**src/rtl/bw_pkg.sv**
```systemverilog
// Shared helpers for the signed carry-save multiplier array.
// Assumes nothing beyond constant integer arguments for the sizing function.
package bw_pkg;

    // Carry output of a full adder.
    function automatic logic maj3(input logic x, input logic y, input logic z);
        return (x & y) | (x & z) | (y & z);
    endfunction

    // Number of pipeline stages needed to cover all rows.
    function automatic int stage_count(input int rows, input int rows_per_stage);
        return (rows + rows_per_stage - 1) / rows_per_stage;
    endfunction

endpackage

```
**src/rtl/bw_pp_row.sv**
```systemverilog
// One row of gated full adders. The row forms the partial product of the
// whole multiplicand with a single multiplier bit, shifted by ROW places.
// Baugh-Wooley inversion is applied to bits that involve exactly one sign bit.
// The row merges that partial product with the incoming sum and carry words
// and produces a new carry-save pair. The carry out of the top bit is
// dropped, because all arithmetic is modulo 2^(A_W+B_W).
// Assumes: ROW < B_W, combinational only.
module bw_pp_row #(
    parameter int A_W = 12,
    parameter int B_W = 8,
    parameter int ROW = 0
) (
    input  logic [A_W-1:0]     a,
    input  logic               b_bit,
    input  logic [A_W+B_W-1:0] sum_in,
    input  logic [A_W+B_W-1:0] cry_in,
    output logic [A_W+B_W-1:0] sum_out,
    output logic [A_W+B_W-1:0] cry_out
);
    import bw_pkg::*;

    localparam int  P_W      = A_W + B_W;
    localparam bit  ROW_SIGN = (ROW == B_W - 1);

    logic [P_W-1:0] pp;
    logic [P_W-1:0] maj;

    // Gated partial-product bits with sign inversion, placed at ROW+j.
    always_comb begin
        pp = '0;
        for (int j = 0; j < A_W; j++) begin
            pp[ROW + j] = (a[j] & b_bit) ^ ((j == A_W - 1) != ROW_SIGN);
        end
    end

    // Bitwise full adders: sum stays in place, carry moves up one bit.
    always_comb begin
        for (int k = 0; k < P_W; k++) begin
            sum_out[k] = sum_in[k] ^ cry_in[k] ^ pp[k];
            maj[k]     = maj3(sum_in[k], cry_in[k], pp[k]);
        end
        cry_out = {maj[P_W-2:0], 1'b0};
    end

endmodule

```
**src/rtl/bw_stage.sv**
```systemverilog
// One pipeline stage: RPS consecutive rows of gated full adders followed by
// a register bank. The operands and the valid strobe are registered along
// with the partial carry-save result, so the next stage works on the same
// sample. Global row indices that reach past the last multiplier bit become
// wires. Assumes: synchronous active-low reset.
module bw_stage #(
    parameter int A_W = 12,
    parameter int B_W = 8,
    parameter int RPS = 2,
    parameter int STG = 0
) (
    input  logic               clk,
    input  logic               rst_n,
    input  logic               vld_in,
    input  logic [A_W-1:0]     a_in,
    input  logic [B_W-1:0]     b_in,
    input  logic [A_W+B_W-1:0] sum_in,
    input  logic [A_W+B_W-1:0] cry_in,
    output logic               vld_q,
    output logic [A_W-1:0]     a_q,
    output logic [B_W-1:0]     b_q,
    output logic [A_W+B_W-1:0] sum_q,
    output logic [A_W+B_W-1:0] cry_q
);
    localparam int P_W = A_W + B_W;

    logic [RPS:0][P_W-1:0] s_ch;
    logic [RPS:0][P_W-1:0] c_ch;

    assign s_ch[0] = sum_in;
    assign c_ch[0] = cry_in;

    for (genvar r = 0; r < RPS; r++) begin : g_row
        localparam int GROW = STG * RPS + r;
        if (GROW < B_W) begin : g_cell
            bw_pp_row #(.A_W(A_W), .B_W(B_W), .ROW(GROW)) u_row (
                .a      (a_in),
                .b_bit  (b_in[GROW]),
                .sum_in (s_ch[r]),
                .cry_in (c_ch[r]),
                .sum_out(s_ch[r+1]),
                .cry_out(c_ch[r+1])
            );
        end else begin : g_pass
            assign s_ch[r+1] = s_ch[r];
            assign c_ch[r+1] = c_ch[r];
        end
    end

    // Stage register: capture the row-pair result together with its operands.
    always_ff @(posedge clk) begin
        if (!rst_n) begin
            vld_q <= 1'b0;
            a_q   <= '0;
            b_q   <= '0;
            sum_q <= '0;
            cry_q <= '0;
        end else begin
            vld_q <= vld_in;
            a_q   <= a_in;
            b_q   <= b_in;
            sum_q <= s_ch[RPS];
            cry_q <= c_ch[RPS];
        end
    end

    AST_VLD_STEP: assert property (@(posedge clk) disable iff (!rst_n)
        1'b1 |=> (vld_q == $past(vld_in)));

endmodule

```
**src/rtl/bw_csa_mult.sv**
```systemverilog
// Pipelined signed multiplier in carry-save form. The multiplier in_data
// drives one row per bit, the multiplicand is in_coef, and there is one
// register stage per RPS rows. The Baugh-Wooley correction constant enters
// as the initial sum word. out_sum + out_cry, modulo 2^(A_W+B_W), is the
// signed product. Assumes: A_W >= 2, B_W >= 2, synchronous active-low reset.
module bw_csa_mult #(
    parameter int A_W = 12,
    parameter int B_W = 8,
    parameter int RPS = 2
) (
    input  logic               clk,
    input  logic               rst_n,
    input  logic               in_vld,
    input  logic [B_W-1:0]     in_data,
    input  logic [A_W-1:0]     in_coef,
    output logic               out_vld,
    output logic [A_W+B_W-1:0] out_sum,
    output logic [A_W+B_W-1:0] out_cry
);
    import bw_pkg::*;

    localparam int P_W = A_W + B_W;
    localparam int LAT = stage_count(B_W, RPS);
    localparam logic [P_W-1:0] CORR = (P_W'(1) << (B_W - 1))
                                    + (P_W'(1) << (A_W - 1))
                                    + (P_W'(1) << (P_W - 1));

    logic [LAT:0]          v_ch;
    logic [LAT:0][A_W-1:0] a_ch;
    logic [LAT:0][B_W-1:0] b_ch;
    logic [LAT:0][P_W-1:0] s_ch;
    logic [LAT:0][P_W-1:0] c_ch;

    // Stage-0 inputs: operands, and the correction constant as the sum word.
    assign v_ch[0] = in_vld;
    assign a_ch[0] = in_coef;
    assign b_ch[0] = in_data;
    assign s_ch[0] = CORR;
    assign c_ch[0] = '0;

    for (genvar g = 0; g < LAT; g++) begin : g_stage
        bw_stage #(.A_W(A_W), .B_W(B_W), .RPS(RPS), .STG(g)) u_stage (
            .clk   (clk),
            .rst_n (rst_n),
            .vld_in(v_ch[g]),
            .a_in  (a_ch[g]),
            .b_in  (b_ch[g]),
            .sum_in(s_ch[g]),
            .cry_in(c_ch[g]),
            .vld_q (v_ch[g+1]),
            .a_q   (a_ch[g+1]),
            .b_q   (b_ch[g+1]),
            .sum_q (s_ch[g+1]),
            .cry_q (c_ch[g+1])
        );
    end

    assign out_vld = v_ch[LAT];
    assign out_sum = s_ch[LAT];
    assign out_cry = c_ch[LAT];

    // Sign-extended operand copies used only by the checks below.
    logic signed [P_W-1:0] chk_data;
    logic signed [P_W-1:0] chk_coef;
    assign chk_data = P_W'($signed(in_data));
    assign chk_coef = P_W'($signed(in_coef));

    AST_PRODUCT: assert property (@(posedge clk) disable iff (!rst_n)
        out_vld |-> (P_W'(out_sum + out_cry) == P_W'($past(chk_data, LAT) * $past(chk_coef, LAT))));

    AST_ZERO_OPERAND: assert property (@(posedge clk) disable iff (!rst_n)
        (out_vld && ($past(in_data, LAT) == '0 || $past(in_coef, LAT) == '0)) |-> (P_W'(out_sum + out_cry) == '0));

    AST_RESET_CLEAR: assert property (@(posedge clk)
        !rst_n |=> (!out_vld && out_sum == '0 && out_cry == '0));

endmodule

```
**config.mk**
```make
export PLATFORM = sky130hd
export DESIGN_NAME = bw_csa_mult
export DESIGN_NICKNAME = d
export VERILOG_FILES = /design/src/rtl/bw_pkg.sv /design/src/rtl/bw_pp_row.sv /design/src/rtl/bw_stage.sv /design/src/rtl/bw_csa_mult.sv
export SDC_FILE = /design/constraint.sdc
export NUM_CORES = 1
export LEC_CHECK = 0
export BUFFER_PORTS_ARGS = -buffer_cell sky130_fd_sc_hd__buf_2
export CAP_MARGIN = 20
export CORE_MARGIN = 2
export CORE_UTILIZATION = 50
export CTS_BUF_LIST = sky130_fd_sc_hd__clkbuf_8
export CTS_CLUSTER_SIZE = 28
export DETAILED_ROUTE_END_ITERATION = 10
export PLACE_DENSITY = 0.71
export SLEW_MARGIN = 20
export SYNTH_ARGS = -nofsm -noshare
export SYNTH_HDL_FRONTEND = slang
export SYNTH_SLANG_ARGS = --single-unit
```
**constraint.sdc**
```tcl
create_clock -name clk -period 3.14 [get_ports clk]
set_clock_uncertainty 0.05 [all_clocks]
set_input_delay 0.628 -clock clk [delete_from_list [all_inputs] [get_ports clk]]
set_output_delay 0.628 -clock clk [all_outputs]
set_load 0.1 [all_outputs]
```
==> metrics, run 1 <==
core area 13350 µm²; TritonCTS clock tree yes; first-pass GRT wire length around 16 mm; height of the die 121.2 µm; part of the power in registers 56.7%; RSZ-0062 raised after global routing false; CTS clk-pin slew, worst paths about 70 ps; Max VDD drop 0.2992 mV; WL per Instance 11.21 µm; leading cell types in the layout, fill and taps excluded and2_1, dfxtp_1, fa_1, buf_2, clkbuf_8; Worst path depth 4; delay-heaviest family, CP adder cells; IO buf count 55; Synth Register Bits about 170; Least-Margin Pin Slew 561.1 ps; CP startpoint kind register; Max Cap Viol 0; PostCTS Resize Cnt 0; outcome complete, no violations; critical path endpoint category register; CP bufs+invs 0; Layout Nets 707; Sinks on Clock Net between 150 and 200; # hold bufs at CTS 0; hold crit path type primary input to register; pre-CTS setup slack 1145 ps; Pwr per Cell Area 545.0 nW/µm²; antenna-violating nets left 0; final setup vio count 0; fin crit period 1975 ps; largest net degree at the start of global routing 89; drt pass-1 iters 4; Routed WL 8.825 mm; Clk Latency, worst-skew pair 440 ps; register area share after synthesis 48.95%; Fillers between 1000 and 1500; post-DP HPWL about 7 mm; Vias/cell 4.238; PnR Total Power 0.004034 W; CP cell instances and2_1 -> fa_1 -> fa_1 -> and2_1; Critical Path RT 3420 ps; vias in the first global route 3492; layout cells sized above 1 13.26%; Post-Syn Area 6870 µm²; Clk network pwr share 31.5%; P_leak between 3 and 4 nW; synthesis-to-finish area growth 7.740%; post-CTS setup buffers 0; initial antenna violation count 0; Final Hold Fails 0; Starting DRT DRC Count 63; synth warn 0; critical path type register to register; Synth cell types 10; post-route setup slack 1165 ps; WP data arrival 2260 ps; DR DRC count 0; fin. max-slew vios 0; Critical Path Slowest Stage Cell dfxtp_1; setup TNS 0 ps; power share of the combinational group a little under an eighth; row count 42; Avg Cell Area, Syn 12.20 µm²; H-tree levels 4; Min-Delay Path Depth 2; Max transition margin ~63%; clk root buf clkbuf_8; Final GP Congestion 0.7070; f_max 506.2 MHz; Syn Inst Count 563; commonest non-fill, non-tap cell in the layout and2_1; P_sw 0.001030 W; Total GRT Usage 13.69%; fin crit share 62.91%; Int Power about 0.0030 W; die area ~15000 µm²; ANT cells 0; CP peak stage delay 510 ps; switch share 25.52%; clk buf depth 2; Vias between 3000 and 4000; gr ovfl total 0; I/O pin cnt 64; Die W 121.2 µm; Initial Util 51.47%; worst-case reg-to-reg path depth 4; critical path peak fanout 12; cts bufs inserted 17
area by class of cell:
| cell class | instances | area [µm²] | area share [%] |
|---|---|---|---|
| clock buffer | 22 | 302.8 | 4.091 |
| clock inverter | 8 | 35.03 | 0.4733 |
| multi-input combinational | 356 | 3188 | 43.07 |
| sequential | 168 | 3363 | 45.44 |
| tap | 176 | 220.2 | 2.975 |
| timing repair buffer | 57 | 292.8 | 3.955 |
cell usage after synthesis (all sizes together):
cell	n	share of area, %
and2	244	22
and3	1	0.091
buf	35	4.4
clkbuf	11	0.60
conb	1	0.055
dfxtp	168	49
fa	67	20
ha	17	3.1
nand2	19	1.0
power by group through the flow:
stage               Combinational, W  Clock (W)  Sequential, W
finish                      0.000479    0.00127        0.00229
global route                0.000531    0.00142        0.00230
CTS                         0.000489    0.00132        0.00229
detailed placement          0.000491          0        0.00234
global placement            0.000475          0        0.00233
floorplan                   0.000326          0        0.00243
registers in the layout (all words and copies together) (netlist names):
name and flops:
g_stage.u_stage.cry_q 48, g_stage.u_stage.sum_q 68, g_stage.u_stage.vld_q 4, g_stage.u_stage.a_q 36, g_stage.u_stage.b_q 12
worst register-to-register path, delay by kind of cell, from the launching register on:
family        cells  cell delay [ps]
flops             1              510
simple gates      2              370
fa+ha+maj         2              940
path summary, 6_finish.rpt:
check / start / to / slack (ps)
hold / removal: in_data[5] / g_stage[0].u_stage.b_q[5] / 340
setup / recovery: g_stage[0].u_stage.b_q[2] / g_stage[1].u_stage.sum_q[7] / 1160
hold reg to reg: g_stage[0].u_stage.sum_q[1] / g_stage[1].u_stage.sum_q[1] / 390
setup reg to reg: g_stage[0].u_stage.b_q[2] / g_stage[1].u_stage.sum_q[7] / 1160
stage by stage:
stage / area, µm² / hold slack [ps] / utilization [%] / cells
4_1_cts: 7402 / 297.7 / 55.46 / 787
3_3_place_gp: 7064 / 366.6 / 52.92 / 757
5_1_grt: 7402 / 319.4 / 55.46 / 787
2_1_floorplan: 6897 / 355.7 / - / 570
6_report: 7402 / 342.3 / 55.46 / 787
3_5_place_dp: 7064 / 368.5 / 52.92 / 757
kinds of logic after synthesis:
| group | count (synthesis) | share of synthesized area (%) |
|---|---|---|
| flip-flops | 168 | 48.95 |
| adder cells (fa/ha/maj) | 84 | 22.62 |
| buffers and inverters | 46 | 5.026 |
| other | 1 | 0.05458 |
| AND/OR/NAND/NOR | 264 | 23.35 |
layer usage:
| layer | up-vias | part of all wire, % | track usage (%) |
|---|---|---|---|
| li1 | 1740 | - | - |
| met1 | 1525 | 48 | 17.17 |
| met2 | 56 | 45 | 21.56 |
| met3 | 14 | 4.4 | 4.229 |
| met4 | 0 | 2.0 | 6.681 |
| met5 | - | 0 | 0 |
(Power assumes the default switching activity.)
==> run 2, diff against run 1 <==
- PLACE_DENSITY: 0.71 -> 0.74
- clock period: 3.14 -> 1.6 ns (I/O delays scaled with it)
==> metrics, run 2 (same netlist as run 1, synthesis figures left out) <==
Fillers 1103; M1 GR Usage 16.77%; Vias 3549; final setup vio count 64; min-delay src in_data[2]; clk root buf clkbuf_8; fin util 60.08%; fin. max-slew vios 0; initial antenna violation count 0; height of the die approximately 120 µm; synthesis-to-finish area growth 16.72%; hold_ws around 33 ps; biggest registers after layout g_stage.u_stage.sum_q (68), g_stage.u_stage.cry_q (48), g_stage.u_stage.a_q (36); CP startpoint g_stage[1].u_stage.b_q[4]; drt pass-1 iters 3; reg-to-reg startpoint g_stage[1].u_stage.b_q[4]; Max Cap Viol 0; Starting DRT DRC Count 104; R2R setup slack -260 ps; f_max 536.9 MHz; Clk Latency, worst-skew pair 450 ps; DR DRC count 0; Total GRT Usage ~15%; core area 13350 µm²; Vias/cell between 4 and 5; TritonCTS clock tree yes; PnR Total Power 0.008478 W; outcome complete, but fails checks; worst-case reg-to-reg path depth 5; hold crit path type primary input to register; CTS clk-pin slew, worst paths 80 ps; violated checks negative setup slack; vias in the first global route ~3800; setup TNS -9353 ps; Routed WL between 9 and 10 mm; post-route setup slack -262.4 ps; clk buf depth 2; leading cell types in the layout, fill and taps excluded and2_1, dfxtp_1, and2_4, buf_2, fa_1; WP data arrival roughly 2200 ps; gr busiest metal met2; ANT cells 0; Sinks on Clock Net 168; Layout Nets about 740; pre-CTS setup slack -387.6 ps; H-tree levels 4; Worst Setup EP g_stage[2].u_stage.sum_q[5]; layout cells sized above 1 32.66%; cts bufs inserted 17; fin crit period 1862 ps; Final Hold Fails 0; Critical Path RT 1900 ps; Largest Register g_stage.u_stage.sum_q; CP startpoint kind register; Final GP Congestion 0.7544; largest net degree at the start of global routing 65; antenna-violating nets left 0; worst flop-to-flop path endpoint g_stage[2].u_stage.sum_q[5]; die area 14690 µm²; Max VDD drop 0.5388 mV; M2 GR Usage 25.91%; first-pass GRT wire length 16.97 mm; critical path endpoint category register; critical path type register to register; Pwr per Cell Area 1057 nW/µm²; met3 GRT Util under 10%; IO buf count 55; RSZ-0062 raised after global routing true; critical path peak fanout 6; max reg flops 68; fin crit share 116.4%; gr ovfl total 0; Die W 121.2 µm; Max transition margin ~66%; I/O pin cnt 64; P_leak between 3 and 4 nW; Least-Margin Pin Slew 512.0 ps; row count 42; WL per Instance 12.04 µm; post-DP HPWL 7.543 mm; Initial Util 51.47%; commonest non-fill, non-tap cell in the layout and2_1
==> run 2: metrics by stage <==
| stage | instance area (µm²) | std cells |
|---|---|---|
| after global placement | 7380 | 785 |
| after CTS | 7910 | 819 |
| after global routing | 8019 | 819 |
| final | 8019 | 819 |
| after floorplan | 6994 | 570 |
| after detailed placement | 7380 | 785 |
==> run 2: cell type report <==
type	instances	area, µm²	area share, %
timing repair buffer	89	594.3	7.411
clock inverter	11	132.6	1.654
tap	176	220.2	2.746
sequential	168	3374	42.08
clock buffer	19	261.5	3.261
multi-input combinational	356	3436	42.85
==> run 2: repair_timing <==
item | CTS | global route
buffers inserted | 3 | 0
hold buffers | 1 | 0
gates resized for setup | 38 | 43
hold endpoints to repair | 1 | 0
pin swaps | 4 | 12
cloned | 0 | 0
setup endpoints to repair | 67 | 70
==> run 2: critical path, stage by stage, from the launching register on <==
cell	delay, ps
dfxtp_4	370
buf_6	130
and2_4	130
fa_2	530
fa_2	420
and2_1	140
==> run 2: layer usage <==
metal / wire [µm] / share of wire, %
met2: 4959 / 50
met4: 196 / 2.0
met1: 4322 / 44
met3: 378 / 3.8
met5: 0 / 0
==> run 2: worst min path at each step <==
| stage | end | slack (ps) | cells after the start |
|---|---|---|---|
| final | g_stage[0].u_stage.b_q[2] | 30 | 2 |
| after global routing | g_stage[0].u_stage.b_q[2] | 8 | 2 |
| after CTS | g_stage[0].u_stage.b_q[2] | 2 | 2 |
| after detailed placement | g_stage[3].u_stage.sum_q[1] | 370 | 1 |
| after global placement | g_stage[1].u_stage.sum_q[19] | 360 | 1 |
| after floorplan | g_stage[0].u_stage.sum_q[19] | 300 | 0 |
==> run 2: power breakdown <==
part           total (W)  internal [W]  switching [W]
registers        0.00449       0.00438       0.000102
logic            0.00107      0.000379       0.000690
clock network    0.00292       0.00158        0.00134
==> run 3, diff against run 2 <==
- SKIP_CTS_REPAIR_TIMING: unset -> 1
==> metrics, run 3 (same netlist as run 1, synthesis figures left out) <==
Vias 3569; CP startpoint kind register; H-tree levels 4; reg-to-reg startpoint g_stage[0].u_stage.b_q[2]; fin crit period 1861 ps; drt pass-1 iters 4; fin. max-slew vios 0; IO buf count 55; DR DRC count 0; critical path type register to register; critical path peak fanout 6; outcome complete, but fails checks; R2R setup slack -260 ps; layout cells sized above 1 between 30% and 40%; final setup vio count 64; die area 14690 µm²; uppermost routed layer met4; leading cell types in the layout, fill and taps excluded and2_1, dfxtp_1, and2_4, buf_2, fa_2; Fillers 1100; Starting DRT DRC Count 104; Layout Nets between 700 and 800; height of the die roughly 120 µm; row count 42; post-route setup slack -260.7 ps; Final Hold Fails 0; biggest registers after layout g_stage.u_stage.sum_q (68), g_stage.u_stage.cry_q (48), g_stage.u_stage.a_q (36); commonest non-fill, non-tap cell in the layout and2_1; Pwr per Cell Area 1053 nW/µm²; register area 3374 µm²; antenna-violating nets left 0; PnR Total Power 0.008473 W; Clk Latency, worst-skew pair 440 ps; largest net degree at the start of global routing 65; Final GP Congestion 0.7544; ANT cells 0; Routed WL 9.910 mm; Max Cap Viol 0; Multi-input gate area 3441 µm²; Critical Path RT 1890 ps; met2 WL 5.036 mm; WP data arrival ~2200 ps; first-pass GRT wire length 16.39 mm; worst flop-to-flop path endpoint g_stage[1].u_stage.sum_q[8]; length of routed wiring on met1 4.302 mm; post-DP HPWL 7.543 mm; clk root buf clkbuf_8; core area 13350 µm²; Layout Cells excl Fill 820; max reg flops 68; hold_ws 35.01 ps; P_leak 3.632 nW; Die W 121.2 µm; fin crit share 116.3%; setup TNS -9529 ps; cts bufs inserted 17; initial antenna violation count 0; synthesis-to-finish area growth 17.08%; clk buf depth 2; f_max 537.4 MHz; dpl cells 785; Largest Register g_stage.u_stage.sum_q; fin util 60.26%; Worst Setup EP g_stage[1].u_stage.sum_q[8]; hold crit path type primary input to register; worst-case reg-to-reg path depth 5; Vias/cell 4.352; gr ovfl total 0; DR WL met3 379 µm; vias in the first global route 3739; violated checks negative setup slack; Max VDD drop 0.5348 mV; Sinks on Clock Net 168; critical path endpoint category register; TritonCTS clock tree yes; Initial Util 51.47%; WL per Instance 12.09 µm; RSZ-0062 raised after global routing true; CP startpoint g_stage[0].u_stage.b_q[2]; CTS clk-pin slew, worst paths 80 ps; I/O pin cnt 64; Total GRT Usage between 10 and 15%
run 3: area by class of cell:
| class | count | share of cell area, % |
|---|---|---|
| Multi-Input combinational cell | 356 | 42.77 |
| Sequential cell | 168 | 41.95 |
| Timing Repair Buffer | 90 | 7.637 |
| Clock buffer | 19 | 3.251 |
| Tap cell | 176 | 2.738 |
| Clock inverter | 11 | 1.649 |
run 3: report_power, final:
part           total [W]  switching, W  internal (W)
Sequential       0.00449      0.000102       0.00438
Combinational    0.00107      0.000690      0.000383
Clock            0.00291       0.00133       0.00158
Total            0.00847       0.00212       0.00635
run 3: worst min path at each step:
stage                                             from                      endpoint  slack [ps]  cells past startpoint
after global routing                        in_data[2]     g_stage[0].u_stage.b_q[2]           8                      2
after global placement    g_stage[0].u_stage.sum_q[19]  g_stage[1].u_stage.sum_q[19]         360                      1
after CTS                                   in_data[5]     g_stage[0].u_stage.b_q[5]         -10                      2
after floorplan                                  rst_n  g_stage[0].u_stage.sum_q[19]         300                      0
after detailed placement   g_stage[2].u_stage.sum_q[1]   g_stage[3].u_stage.sum_q[1]         370                      1
final                                       in_data[2]     g_stage[0].u_stage.b_q[2]          40                      2
run 3: routing by layer:
metal / vias up / GRT usage, %
met5: - / 0
met4: 0 / 7.328
met2: 59 / 24.51
met1: 1687 / 16.36
li1: 1806 / -
met3: 17 / 4.370
run 3: metrics by stage:
step                setup WS, ps  area [µm²]
detailed placement        -387.6        7380
global placement          -321.9        7380
CTS                       -407.3        7774
finish                    -260.7        8044
global route              -299.5        8044
floorplan                 -145.6        6994
run 3: critical path, cell delays in order (launching register included):
cell and delay (ps):
dfxtp_4 360, buf_12 130, and2_4 130, fa_1 500, fa_2 430, and2_4 160
